**src/rtl/i2cRegPkg.sv**
```systemverilog
`timescale 1ns/1ps
package i2cRegPkg;

  typedef enum logic [3:0] {
    ST_IDLE,
    ST_ADDR,
    ST_ADDR_ACK,
    ST_PTR,
    ST_PTR_ACK,
    ST_WDATA,
    ST_WDATA_ACK,
    ST_RDATA,
    ST_RDATA_ACK
  } ctrlState_t;

  // bus events seen on the system clock
  typedef struct packed {
    logic sclRise;
    logic sclFall;
    logic startDet;
    logic stopDet;
    logic sclLevel;
    logic sdaLevel;
  } busEvent_t;

  // control -> datapath strobes
  typedef struct packed {
    logic clrCnt;
    logic shiftIn;
    logic loadTx;
    logic shiftTx;
    logic setAck;
    logic relSda;
    logic latchDir;
    logic ptrLoad;
    logic ptrInc;
    logic regWrite;
  } dpStrobe_t;

  // datapath -> control status
  typedef struct packed {
    logic byteDone;
    logic addrMatch;
    logic dirRead;
  } dpStatus_t;

endpackage

```
**src/rtl/i2cBusSampler.sv**
```systemverilog
`timescale 1ns/1ps
module i2cBusSampler
  import i2cRegPkg::*;
#(
  parameter int SYNC_STAGES = 2
) (
  input  logic      clk,
  input  logic      rstN,
  input  logic      sclIn,
  input  logic      sdaIn,
  output busEvent_t ev
);

  logic [SYNC_STAGES-1:0] sclPipe;
  logic [SYNC_STAGES-1:0] sdaPipe;
  logic sclPrev;
  logic sdaPrev;
  logic sclNow;
  logic sdaNow;

  always_ff @(posedge clk or negedge rstN) begin
    if (!rstN) begin
      sclPipe <= '1;
      sdaPipe <= '1;
      sclPrev <= 1'b1;
      sdaPrev <= 1'b1;
    end else begin
      sclPipe <= {sclPipe[SYNC_STAGES-2:0], sclIn};
      sdaPipe <= {sdaPipe[SYNC_STAGES-2:0], sdaIn};
      sclPrev <= sclNow;
      sdaPrev <= sdaNow;
    end
  end

  assign sclNow = sclPipe[SYNC_STAGES-1];
  assign sdaNow = sdaPipe[SYNC_STAGES-1];

  always_comb begin
    ev.sclRise  = sclNow & ~sclPrev;
    ev.sclFall  = ~sclNow & sclPrev;
    ev.startDet = sclNow & sclPrev & sdaPrev & ~sdaNow;
    ev.stopDet  = sclNow & sclPrev & ~sdaPrev & sdaNow;
    ev.sclLevel = sclNow;
    ev.sdaLevel = sdaNow;
  end

endmodule

```
**src/rtl/i2cDatapath.sv**
```systemverilog
`timescale 1ns/1ps
module i2cDatapath
  import i2cRegPkg::*;
#(
  parameter int DATA_W   = 8,
  parameter int PTR_W    = 4,
  parameter int STRAP_W  = 2,
  parameter int PREFIX_W = 5,
  parameter logic [PREFIX_W-1:0] ADDR_PREFIX = 5'b10011
) (
  input  logic               clk,
  input  logic               rstN,
  input  logic [STRAP_W-1:0] strap,
  input  busEvent_t          ev,
  input  dpStrobe_t          strb,
  input  logic [DATA_W-1:0]  regRdData,
  output dpStatus_t          st,
  output logic [PTR_W-1:0]   ptr,
  output logic [DATA_W-1:0]  regWrData,
  output logic               sdaLow
);

  localparam int CNT_W      = $clog2(DATA_W + 1);
  localparam int DEV_ADDR_W = PREFIX_W + STRAP_W;

  logic [DATA_W-1:0]  shReg;
  logic [CNT_W-1:0]   bitCnt;
  logic               dirRead;
  logic [STRAP_W-1:0] strapLat;

  // straps captured while reset is held
  always_ff @(posedge clk) begin
    if (!rstN) strapLat <= strap;
  end

  always_ff @(posedge clk or negedge rstN) begin
    if (!rstN) begin
      shReg  <= '0;
      bitCnt <= '0;
    end else if (strb.loadTx) begin
      shReg  <= regRdData;
      bitCnt <= CNT_W'(1);
    end else if (strb.clrCnt) begin
      bitCnt <= '0;
    end else if (strb.shiftIn) begin
      shReg  <= {shReg[DATA_W-2:0], ev.sdaLevel};
      bitCnt <= bitCnt + 1'b1;
    end else if (strb.shiftTx) begin
      shReg  <= {shReg[DATA_W-2:0], 1'b0};
      bitCnt <= bitCnt + 1'b1;
    end
  end

  always_ff @(posedge clk or negedge rstN) begin
    if (!rstN) begin
      sdaLow <= 1'b0;
    end else begin
      if (strb.relSda)  sdaLow <= 1'b0;
      if (strb.setAck)  sdaLow <= 1'b1;
      if (strb.loadTx)  sdaLow <= ~regRdData[DATA_W-1];
      if (strb.shiftTx) sdaLow <= ~shReg[DATA_W-2];
    end
  end

  always_ff @(posedge clk or negedge rstN) begin
    if (!rstN) begin
      dirRead <= 1'b0;
      ptr     <= '0;
    end else begin
      if (strb.latchDir) dirRead <= shReg[0];
      if (strb.ptrLoad)     ptr <= shReg[PTR_W-1:0];
      else if (strb.ptrInc) ptr <= ptr + 1'b1;
    end
  end

  assign regWrData    = shReg;
  assign st.byteDone  = (bitCnt == CNT_W'(DATA_W));
  assign st.addrMatch = (shReg[DATA_W-1:DATA_W-DEV_ADDR_W] == {ADDR_PREFIX, strapLat});
  assign st.dirRead   = dirRead;

  // a ninth received bit is never shifted into a full byte
  p_no_ninth_bit_r4: assert property (@(posedge clk) disable iff (!rstN)
    strb.shiftIn |-> (bitCnt < CNT_W'(DATA_W)));

  // the latched straps do not move once out of reset
  p_strap_hold_r3: assert property (@(posedge clk) disable iff (!rstN)
    $past(rstN) |-> $stable(strapLat));

endmodule

```
**src/rtl/i2cCtrl.sv**
```systemverilog
`timescale 1ns/1ps
module i2cCtrl
  import i2cRegPkg::*;
(
  input  logic      clk,
  input  logic      rstN,
  input  busEvent_t ev,
  input  dpStatus_t st,
  output dpStrobe_t strb
);

  ctrlState_t state, nxt;
  logic nackSeen;

  always_ff @(posedge clk or negedge rstN) begin
    if (!rstN) begin
      state    <= ST_IDLE;
      nackSeen <= 1'b0;
    end else begin
      state <= nxt;
      if (state == ST_RDATA_ACK && ev.sclRise) nackSeen <= ev.sdaLevel;
    end
  end

  always_comb begin
    strb = '0;
    nxt  = state;
    if (ev.stopDet) begin
      strb.relSda = 1'b1;
      strb.clrCnt = 1'b1;
      nxt = ST_IDLE;
    end else if (ev.startDet) begin
      strb.relSda = 1'b1;
      strb.clrCnt = 1'b1;
      nxt = ST_ADDR;
    end else begin
      unique case (state)
        ST_ADDR, ST_PTR, ST_WDATA: begin
          if (ev.sclRise && !st.byteDone) begin
            strb.shiftIn = 1'b1;
          end else if (ev.sclFall && st.byteDone) begin
            if (state == ST_ADDR) begin
              if (st.addrMatch) begin
                strb.setAck   = 1'b1;
                strb.latchDir = 1'b1;
                nxt = ST_ADDR_ACK;
              end else begin
                strb.clrCnt = 1'b1;
                nxt = ST_IDLE;
              end
            end else if (state == ST_PTR) begin
              strb.ptrLoad = 1'b1;
              strb.setAck  = 1'b1;
              nxt = ST_PTR_ACK;
            end else begin
              strb.regWrite = 1'b1;
              strb.ptrInc   = 1'b1;
              strb.setAck   = 1'b1;
              nxt = ST_WDATA_ACK;
            end
          end
        end
        ST_ADDR_ACK: begin
          if (ev.sclFall) begin
            strb.relSda = 1'b1;
            strb.clrCnt = 1'b1;
            if (st.dirRead) begin
              strb.loadTx = 1'b1;
              nxt = ST_RDATA;
            end else begin
              nxt = ST_PTR;
            end
          end
        end
        ST_PTR_ACK, ST_WDATA_ACK: begin
          if (ev.sclFall) begin
            strb.relSda = 1'b1;
            strb.clrCnt = 1'b1;
            nxt = ST_WDATA;
          end
        end
        ST_RDATA: begin
          if (ev.sclFall) begin
            if (st.byteDone) begin
              strb.relSda = 1'b1;
              strb.ptrInc = 1'b1;
              nxt = ST_RDATA_ACK;
            end else begin
              strb.shiftTx = 1'b1;
            end
          end
        end
        ST_RDATA_ACK: begin
          if (ev.sclFall) begin
            if (nackSeen) begin
              strb.clrCnt = 1'b1;
              nxt = ST_IDLE;
            end else begin
              strb.loadTx = 1'b1;
              nxt = ST_RDATA;
            end
          end
        end
        default: nxt = ST_IDLE;
      endcase
    end
  end

  // the pointer is loaded only in a transfer addressed for write
  p_ptr_write_only_r8: assert property (@(posedge clk) disable iff (!rstN)
    strb.ptrLoad |-> !st.dirRead);

  // a mismatching address drops the target to idle
  p_nomatch_idle_r12: assert property (@(posedge clk) disable iff (!rstN)
    (state == ST_ADDR && ev.sclFall && st.byteDone && !st.addrMatch
     && !ev.startDet && !ev.stopDet) |=> (state == ST_IDLE));

  // a NACK from the controller ends the read
  p_nack_ends_read_r9: assert property (@(posedge clk) disable iff (!rstN)
    (state == ST_RDATA_ACK && ev.sclFall && nackSeen && !ev.startDet && !ev.stopDet)
    |=> (state == ST_IDLE));

endmodule

```
**src/rtl/i2cRegPort.sv**
```systemverilog
`timescale 1ns/1ps
module i2cRegPort
  import i2cRegPkg::*;
#(
  parameter int DATA_W      = 8,
  parameter int PTR_W       = 4,
  parameter int STRAP_W     = 2,
  parameter int PREFIX_W    = 5,
  parameter logic [PREFIX_W-1:0] ADDR_PREFIX = 5'b10011,
  parameter int SYNC_STAGES = 2
) (
  input  logic               clk,
  input  logic               rstN,
  input  logic [STRAP_W-1:0] strap,
  input  logic               sclIn,
  input  logic               sdaIn,
  output logic               sdaDriveLow,
  output logic               regWrEn,
  output logic [PTR_W-1:0]   regWrAddr,
  output logic [DATA_W-1:0]  regWrData,
  output logic [PTR_W-1:0]   regRdAddr,
  input  logic [DATA_W-1:0]  regRdData
);

  busEvent_t        ev;
  dpStrobe_t        strb;
  dpStatus_t        st;
  logic [PTR_W-1:0] ptr;

  i2cBusSampler #(.SYNC_STAGES(SYNC_STAGES)) u_sampler (
    .clk(clk), .rstN(rstN), .sclIn(sclIn), .sdaIn(sdaIn), .ev(ev)
  );

  i2cCtrl u_ctrl (
    .clk(clk), .rstN(rstN), .ev(ev), .st(st), .strb(strb)
  );

  i2cDatapath #(
    .DATA_W(DATA_W), .PTR_W(PTR_W), .STRAP_W(STRAP_W),
    .PREFIX_W(PREFIX_W), .ADDR_PREFIX(ADDR_PREFIX)
  ) u_dp (
    .clk(clk), .rstN(rstN), .strap(strap), .ev(ev), .strb(strb),
    .regRdData(regRdData), .st(st), .ptr(ptr),
    .regWrData(regWrData), .sdaLow(sdaDriveLow)
  );

  assign regWrEn   = strb.regWrite;
  assign regWrAddr = ptr;
  assign regRdAddr = ptr;

  // a stop always leaves SDA released
  p_release_on_stop_r1: assert property (@(posedge clk) disable iff (!rstN)
    ev.stopDet |=> !sdaDriveLow);

  // the drive moves only while the sampled SCL is low
  p_sda_scl_low_r10: assert property (@(posedge clk) disable iff (!rstN)
    (sdaDriveLow != $past(sdaDriveLow)) |->
      (!$past(ev.sclLevel) || $past(ev.startDet) || $past(ev.stopDet)));

  // the pointer advances by one after each written byte
  p_ptr_step_r6: assert property (@(posedge clk) disable iff (!rstN)
    regWrEn |=> (regRdAddr == PTR_W'($past(regWrAddr) + 1'b1)));

endmodule

```
**config.mk**
```make
export PLATFORM = sky130hd
export DESIGN_NAME = i2cRegPort
export DESIGN_NICKNAME = d
export VERILOG_FILES = /design/src/rtl/i2cRegPkg.sv /design/src/rtl/i2cBusSampler.sv /design/src/rtl/i2cDatapath.sv /design/src/rtl/i2cCtrl.sv /design/src/rtl/i2cRegPort.sv
export SDC_FILE = /design/constraint.sdc
export NUM_CORES = 1
export LEC_CHECK = 0
export ABC_AREA = 0
export CAP_MARGIN = 20
export CORE_ASPECT_RATIO = 2
export CORE_MARGIN = 5
export CORE_UTILIZATION = 47
export DETAILED_ROUTE_END_ITERATION = 12
export PLACE_DENSITY_LB_ADDON = 0.1
export REMOVE_ABC_BUFFERS = 1
export SETUP_SLACK_MARGIN = 0.15
export SLEW_MARGIN = 20
export SYNTH_ARGS = -nofsm -noshare
export SYNTH_HDL_FRONTEND = slang
export SYNTH_SLANG_ARGS = --single-unit
```
**constraint.sdc**
```tcl
create_clock -name clk -period 2 [get_ports clk]
set_input_delay 0.4 -clock clk [delete_from_list [all_inputs] [get_ports clk]]
set_output_delay 0.4 -clock clk [all_outputs]
set_load 0.03 [all_outputs]
```
==> results of run 1 <==
cells by family after synthesis:
| logic type | count (synthesis) | share of synthesized area |
|---|---|---|
| DFF | 31 | 0.443 |
| adders and majority gates | 3 | 0.0210 |
| buffers and inverters | 20 | 0.0656 |
| muxes | 14 | 0.0817 |
| and+or+nand+nor | 67 | 0.219 |
| AOI/OAI and AO/OA | 38 | 0.135 |
| xor gates and xnor gates | 7 | 0.0342 |
stage by stage:
step / setup slack (ps) / TNS [ps] / cells / power [mW]
finish: 57.3 / 0 / 285 / 2.16
floorplan: -68.1 / -68.1 / 166 / 1.17
global route: 11.4 / 0 / 285 / 2.27
CTS: 32.6 / 0 / 273 / 2.17
global placement: 117 / 0 / 259 / 1.48
detailed placement: 57.9 / 0 / 259 / 1.49
repair_timing:
action	CTS	global route
pin swaps	3	9
gates cloned	1	0
endpoints found under the setup margin	8	30
resized for setup	13	30
setup buffers	5	12
cell usage after synthesis, types with 2 or more instances:
cell type,number
edfxtp_1,2
buf_4,5
dfstp_2,6
a31oi_1,3
nand2_1,8
nand3_1,5
xor2_1,4
nor2b_1,4
buf_2,5
o221ai_1,2
nor2_1,22
o21ai_0,7
and3_1,2
xnor2_1,3
mux2i_1,9
inv_1,6
ha_1,3
or4_1,3
clkbuf_1,2
mux2_2,5
nand4_1,6
a21oi_1,14
dfrtp_1,23
nand2b_1,2
report_power, final:
group          total (mW)  switching, mW  internal, mW  leakage [nW]
registers           0.833         0.0975         0.735         0.379
clock network       0.639          0.236         0.403        0.0612
logic               0.693          0.364         0.329         0.850
total                2.16          0.698          1.47          1.29
how the worst max path moves through the flow:
stage	to	slack, ps	depth (start not counted)
6_report	regWrEn	60	5
5_1_grt	regWrEn	10	5
4_1_cts	regWrEn	30	6
3_5_place_dp	u_dp.ptr[3]	60	7
3_3_place_gp	u_dp.ptr[3]	120	7
2_1_floorplan	regWrEn	-70	3
worst max-delay path, delay by kind of cell, from the launching register on:
kind | cells | cell delay (ps)
simple gates | 3 | 430
flops | 1 | 540
buf+inv | 2 | 280
registers in the layout, summed over array words and instances (netlist names), 2 cells and up:
register,cells
u_dp.regWrData,8
u_ctrl.state,4
u_dp.bitCnt,4
u_dp.ptr,4
u_dp.strapLat,2
u_sampler.sclPipe,2
u_sampler.sdaPipe,2
cell usage in the layout, fill, tap and decap left out, types with 5 or more instances in the layout:
cell | netlist | layout
buf_4 | 5 | 27
nor2_1 | 22 | 21
clkdlybuf4s50_1 | 0 | 21
dfrtp_1 | 23 | 19
a21oi_1 | 14 | 14
mux2i_1 | 9 | 9
dlymetal6s2s_1 | 0 | 9
nand2_1 | 8 | 8
nand4_1 | 6 | 6
o21ai_0 | 7 | 6
clkbuf_8 | 1 | 6
dfstp_2 | 6 | 6
buf_6 | 1 | 5
routing by layer:
metal | wire length (um) | share of wire
met4 | 208 | 0.043
met2 | 2700 | 0.56
met3 | 197 | 0.041
met1 | 1740 | 0.36
met5 | 0 | 0
cell type report:
cell class | instances | area [um2] | area share
flip-flops and latches | 31 | 798 | 0.312
multi-input cells | 129 | 973 | 0.381
repair buffers | 62 | 582 | 0.228
well taps | 49 | 61.3 | 0.0240
inverters | 6 | 22.5 | 0.00881
clock buffers | 6 | 82.6 | 0.0323
clock inverters | 2 | 35.0 | 0.0137
==> results.py, run 1 <==
metrics = {
    "timing": {
        "rsz0062_at_grt": "yes",
        "fmax_ghz": 0.515,
        "report.final.slew_viol_count": 0,
        "period_minus_slack_ps": 1940,
        "finalSetupViolations": 0,
        "fin_worst_skew_ps": 6.45,
        "finalHoldViolCount": 0,
        "maxSlewHeadroom": 0.709,
        "tightest_slew_ps": 430,
        "worst_hold_slack_ps": 353,
        "finalCritPeriodShare": 0.971,
    },
    "logic_synthesis": {
        "synthArstFlopShare": 0.935,
        "yosysUniqueCellTypes": 53,
        "synth_ff_type": "dfrtp_1",
        "synth_area_leader_cell": "dfrtp_1",
        "yosys_warnings": 0,
        "ys_seq_area_frac": 0.443,
        "synth_edf_count": 2,
        "synth_cells": 180,
        "syn-cell-area_um2": 1790,
        "synth_top_area_share": 0.321,
        "synth_area_leaders": "dfrtp_1 (32%), dfstp_2 (8.8%), mux2i_1 (5.0%)",
        "synth.avg_cell_area_um2": 9.95,
        "ys_ff_latch": 31,
    },
    "setup_path": {
        "r2r_setup_slack_ps": 120,
        "cp_max_fo": 5,
        "worst_ep_arrival_time_ps": 1540,
        "cp.required_ps": 1600,
        "cp-end-kind": "output port",
        "critPathLaunchType": "flop",
        "r2r_end": "u_dp.ptr[3]",
        "max_stage_delay_ps": 540,
        "startpoint": "u_sampler.sclPrev",
        "cp_cell_sequence": "buf_6 -> and2b_2 -> nand4_4 -> nor2_1 -> buf_4",
        "r2r_start": "u_dp.bitCnt[0]",
        "critPathKind": "flop to output port",
        "rr_worst_depth": 8,
        "slowest_stage": "dfstp_2",
    },
    "final_layout": {
        "area_delta_synth_final_pct": 42.6,
        "layout.nets": 252,
        "finish.utilization": 0.701,
        "fill_cells": 319,
        "final_area_um2": 2550,
        "antenna-diode-count": 0,
        "drive_gt1_frac": 0.335,
    },
    "clock_tree": {
        "cts_buffers": 5,
        "path_clk_slew_ps": 70,
        "insertion_delay_ps": 280,
        "cts_root_buf": "clkbuf_8",
        "clock_path_buffers": 2,
        "cts_sinks": 31,
        "cts-hold-fix-buffers": 0,
        "tritoncts": "done",
        "htreeDepth": 2,
    },
    "route": {
        "routedWlPerCell_um": 17.0,
        "drc": 0,
        "vias": 1615,
        "finalWirelength_mm": 4.85,
        "dr.pass1.iters": 4,
        "ant_nets": 0,
        "avgViaCountPerCell": 5.67,
        "drt_iter0_markers": 53,
    },
    "floorplanning": {
        "io_pins": 32,
        "rows": 31,
        "start_util": 0.491,
        "dieWidth_um": 53.7,
        "die_y_um": 97.3,
        "coreArea_um2": 3650,
        "dieArea_um2": 5220,
    },
    "grt": {
        "grt_overflow": 0,
        "grt_pass1_wl_mm": 7.69,
        "use_met1": 0.212,
        "grt_util_met2": 0.340,
        "grt_pass1_vias": 1605,
        "grt_usage": 0.199,
        "antenna_found_initial": 0,
        "grt_use_met3": 0.0415,
        "grt_max_degree": 30,
        "grt-busiest-layer": "met2",
    },
    "outcome": {
        "status": "finished, final reports clean",
    },
    "hold_path": {
        "hold_end": "u_sampler.sdaPipe[1]",
        "hold_class": "flop to flop",
        "whs_path_depth": 0,
        "hold_start": "u_sampler.sdaPipe[0]",
    },
    "power_and_ir_drop": {
        "ir_drop_uv": 815,
        "p_leak_nw": 1.29,
        "p_per_area_nw_per_um2": 847,
    },
    "placed_design": {
        "dp_hpwl_mm": 3.30,
        "placedInstanceArea_um2": 2160,
        "port_buffers": 31,
        "routabilityCongestion": 0.876,
    },
    "run": {
        "drv_cap": 0,
    },
}
No activity file was read; power rests on OpenSTA's default activity.
==> inputs of run 2 (changes only) <==
--- a/config.mk
+++ b/config.mk
@@ -12,6 +12,7 @@
 export CORE_UTILIZATION = 47
 export DETAILED_ROUTE_END_ITERATION = 12
 export PLACE_DENSITY_LB_ADDON = 0.1
+export RECOVER_POWER = 25
 export REMOVE_ABC_BUFFERS = 1
 export SETUP_SLACK_MARGIN = 0.15
 export SLEW_MARGIN = 20
==> run 2 against run 1 <==
Against the previous run:
- non-clock buffer count unchanged
- routed wire length grew 0.25%
- setup slack got worse by 1.4 ps
- power shrank 0.11%
- combinational power about the same
- via count shrank 0.19%
- final cell count is the same
- sequential power hardly changed
- sequential share of layout area rose by 0.077 points
- clock-buffer cell count stayed put
- register-to-register slack is essentially flat
==> results.py, run 2 (synthesis results as in run 1) <==
metrics = {
    "timing": {
        "rsz0062_at_grt": "yes",
        "finalHoldViolCount": 0,
        "period_minus_slack_ps": 1940,
        "tightest_slew_ps": 746,
        "finalCritPeriodShare": 0.972,
        "maxSlewHeadroom": 0.503,
        "report.final.slew_viol_count": 0,
        "fin_worst_skew_ps": 7.25,
        "fmax_ghz": 0.514,
        "finalSetupViolations": 0,
        "worst_hold_slack_ps": 356,
    },
    "route": {
        "dr_wl_met2_mm": 2.72,
        "vias": 1612,
        "dr.pass1.iters": 4,
        "drt_iter0_markers": 40,
        "finalWirelength_mm": 4.86,
        "drc": 0,
        "routed.top_layer": "met4",
        "wl_met1_mm": 1.75,
        "ant_nets": 0,
        "avgViaCountPerCell": 5.66,
        "met3_length_um": 177,
        "routedWlPerCell_um": 17.1,
    },
    "power_and_ir_drop": {
        "ir_drop_uv": 814,
        "p_per_area_nw_per_um2": 848,
        "p_leak_nw": 1.29,
    },
    "clock_tree": {
        "htreeDepth": 2,
        "cts-hold-fix-buffers": 0,
        "cts_buffers": 5,
        "cts_sinks": 31,
        "tritoncts": "done",
        "insertion_delay_ps": 280,
        "path_clk_slew_ps": 70,
        "cts_root_buf": "clkbuf_8",
        "clock_path_buffers": 2,
    },
    "run": {
        "drv_cap": 0,
    },
    "setup_path": {
        "cp-end-kind": "output port",
        "cp_top_family": "flip-flops",
        "cp.required_ps": 1600,
        "worst_ep_arrival_time_ps": 1540,
        "cp_max_fo": 5,
        "cp_cell_sequence": "buf_6 -> and2b_2 -> nand4_4 -> nor2_1 -> buf_4",
        "crit_buf_inv": 2,
        "slowest_stage": "dfstp_2",
        "max_stage_delay_ps": 540,
        "critPathLaunchType": "flop",
        "critPathKind": "flop to output port",
    },
    "final_layout": {
        "drive_gt1_frac": 0.326,
        "largest_register_ffs": 8,
        "finish.utilization": 0.699,
        "antenna-diode-count": 0,
        "area_delta_synth_final_pct": 42.2,
        "final_cell_mix": "buf_4 (25), nor2_1 (21), dfrtp_1 (19), clkdlybuf4s50_1 (16), a21oi_1 (14)",
        "layout.nets": 252,
        "final_common_cell": "buf_4",
    },
    "grt": {
        "grt_pass1_wl_mm": 7.69,
        "grt_usage": 0.199,
        "grt_pass1_vias": 1605,
        "grt_max_degree": 30,
        "antenna_found_initial": 0,
        "grt_overflow": 0,
    },
    "floorplanning": {
        "rows": 31,
        "start_util": 0.491,
        "dieWidth_um": 53.7,
        "dieArea_um2": 5220,
        "io_pins": 32,
        "die_y_um": 97.3,
        "coreArea_um2": 3650,
    },
    "hold_path": {
        "hold_class": "flop to flop",
    },
    "outcome": {
        "status": "finished, final reports clean",
    },
    "placed_design": {
        "routabilityCongestion": 0.876,
        "dp_hpwl_mm": 3.30,
        "port_buffers": 31,
    },
}
run 2: cell count changes in the layout (fill, tap and decap cells not counted):
| cell | change |
|---|---|
| clkbuf_2 | +1 |
| dfstp_2 | -1 |
| clkdlybuf4s50_1 | -5 |
| dfstp_1 | +1 |
| clkbuf_1 | +1 |
| dlygate4sd3_1 | +5 |
| buf_4 | -2 |
run 2: per-layer routing:
| metal | track usage | up-vias |
|---|---|---|
| met5 | 0 | - |
| met4 | 0.108 | 0 |
| met3 | 0.0415 | 18 |
| met2 | 0.340 | 52 |
| met1 | 0.212 | 788 |
| li1 | - | 754 |
run 2: area by class of cell:
| type | count | area [um2] |
|---|---|---|
| tap | 49 | 61.3 |
| inverter | 6 | 22.5 |
| timing repair buffer | 62 | 576 |
| clock inverter | 2 | 35.0 |
| sequential | 31 | 798 |
| multi-input combinational | 129 | 973 |
| clock buffer | 6 | 82.6 |
| fill | 321 | 1100 |
run 2: worst paths after layout:
path | slack (ps) | start | cells past startpoint | end
setup / recovery | 60 | u_sampler.sclPrev | 5 | regWrEn
hold / removal | 360 | u_sampler.sclPipe[0] | 0 | u_sampler.sclPipe[1]
setup reg to reg | 120 | u_dp.bitCnt[0] | 8 | u_dp.ptr[3]
hold reg to reg | 360 | u_sampler.sclPipe[0] | 0 | u_sampler.sclPipe[1]
max in group asynchronous | 740 | rstN | 2 | u_ctrl.state[0]
min in group asynchronous | 740 | rstN | 2 | u_dp.ptr[0]
run 2: per-stage QoR:
stage                     power [mW]  area (um2)  cells  setup TNS, ps  setup WS [ps]
after detailed placement        1.49        2160    259              0           57.9
after global placement          1.48        2160    259              0            117
final                           2.16        2550    285              0           55.9
after global routing            2.27        2550    285              0           11.4
after floorplan                 1.17        1700    166          -68.1          -68.1
after CTS                       2.17        2360    273              0           32.6
run 2: report_power, final:
group	internal [mW]	switching [mW]	total, mW
logic	0.325	0.365	0.690
registers	0.735	0.0982	0.833
clock network	0.403	0.237	0.640
total	1.46	0.700	2.16
run 2: timing repair:
item                                    in CTS  in global routing
gates resized for setup                     13                 30
setup buffers                                5                 12
cloned                                       1                  0
endpoints found under the setup margin       8                 30
pin swaps                                    3                  9
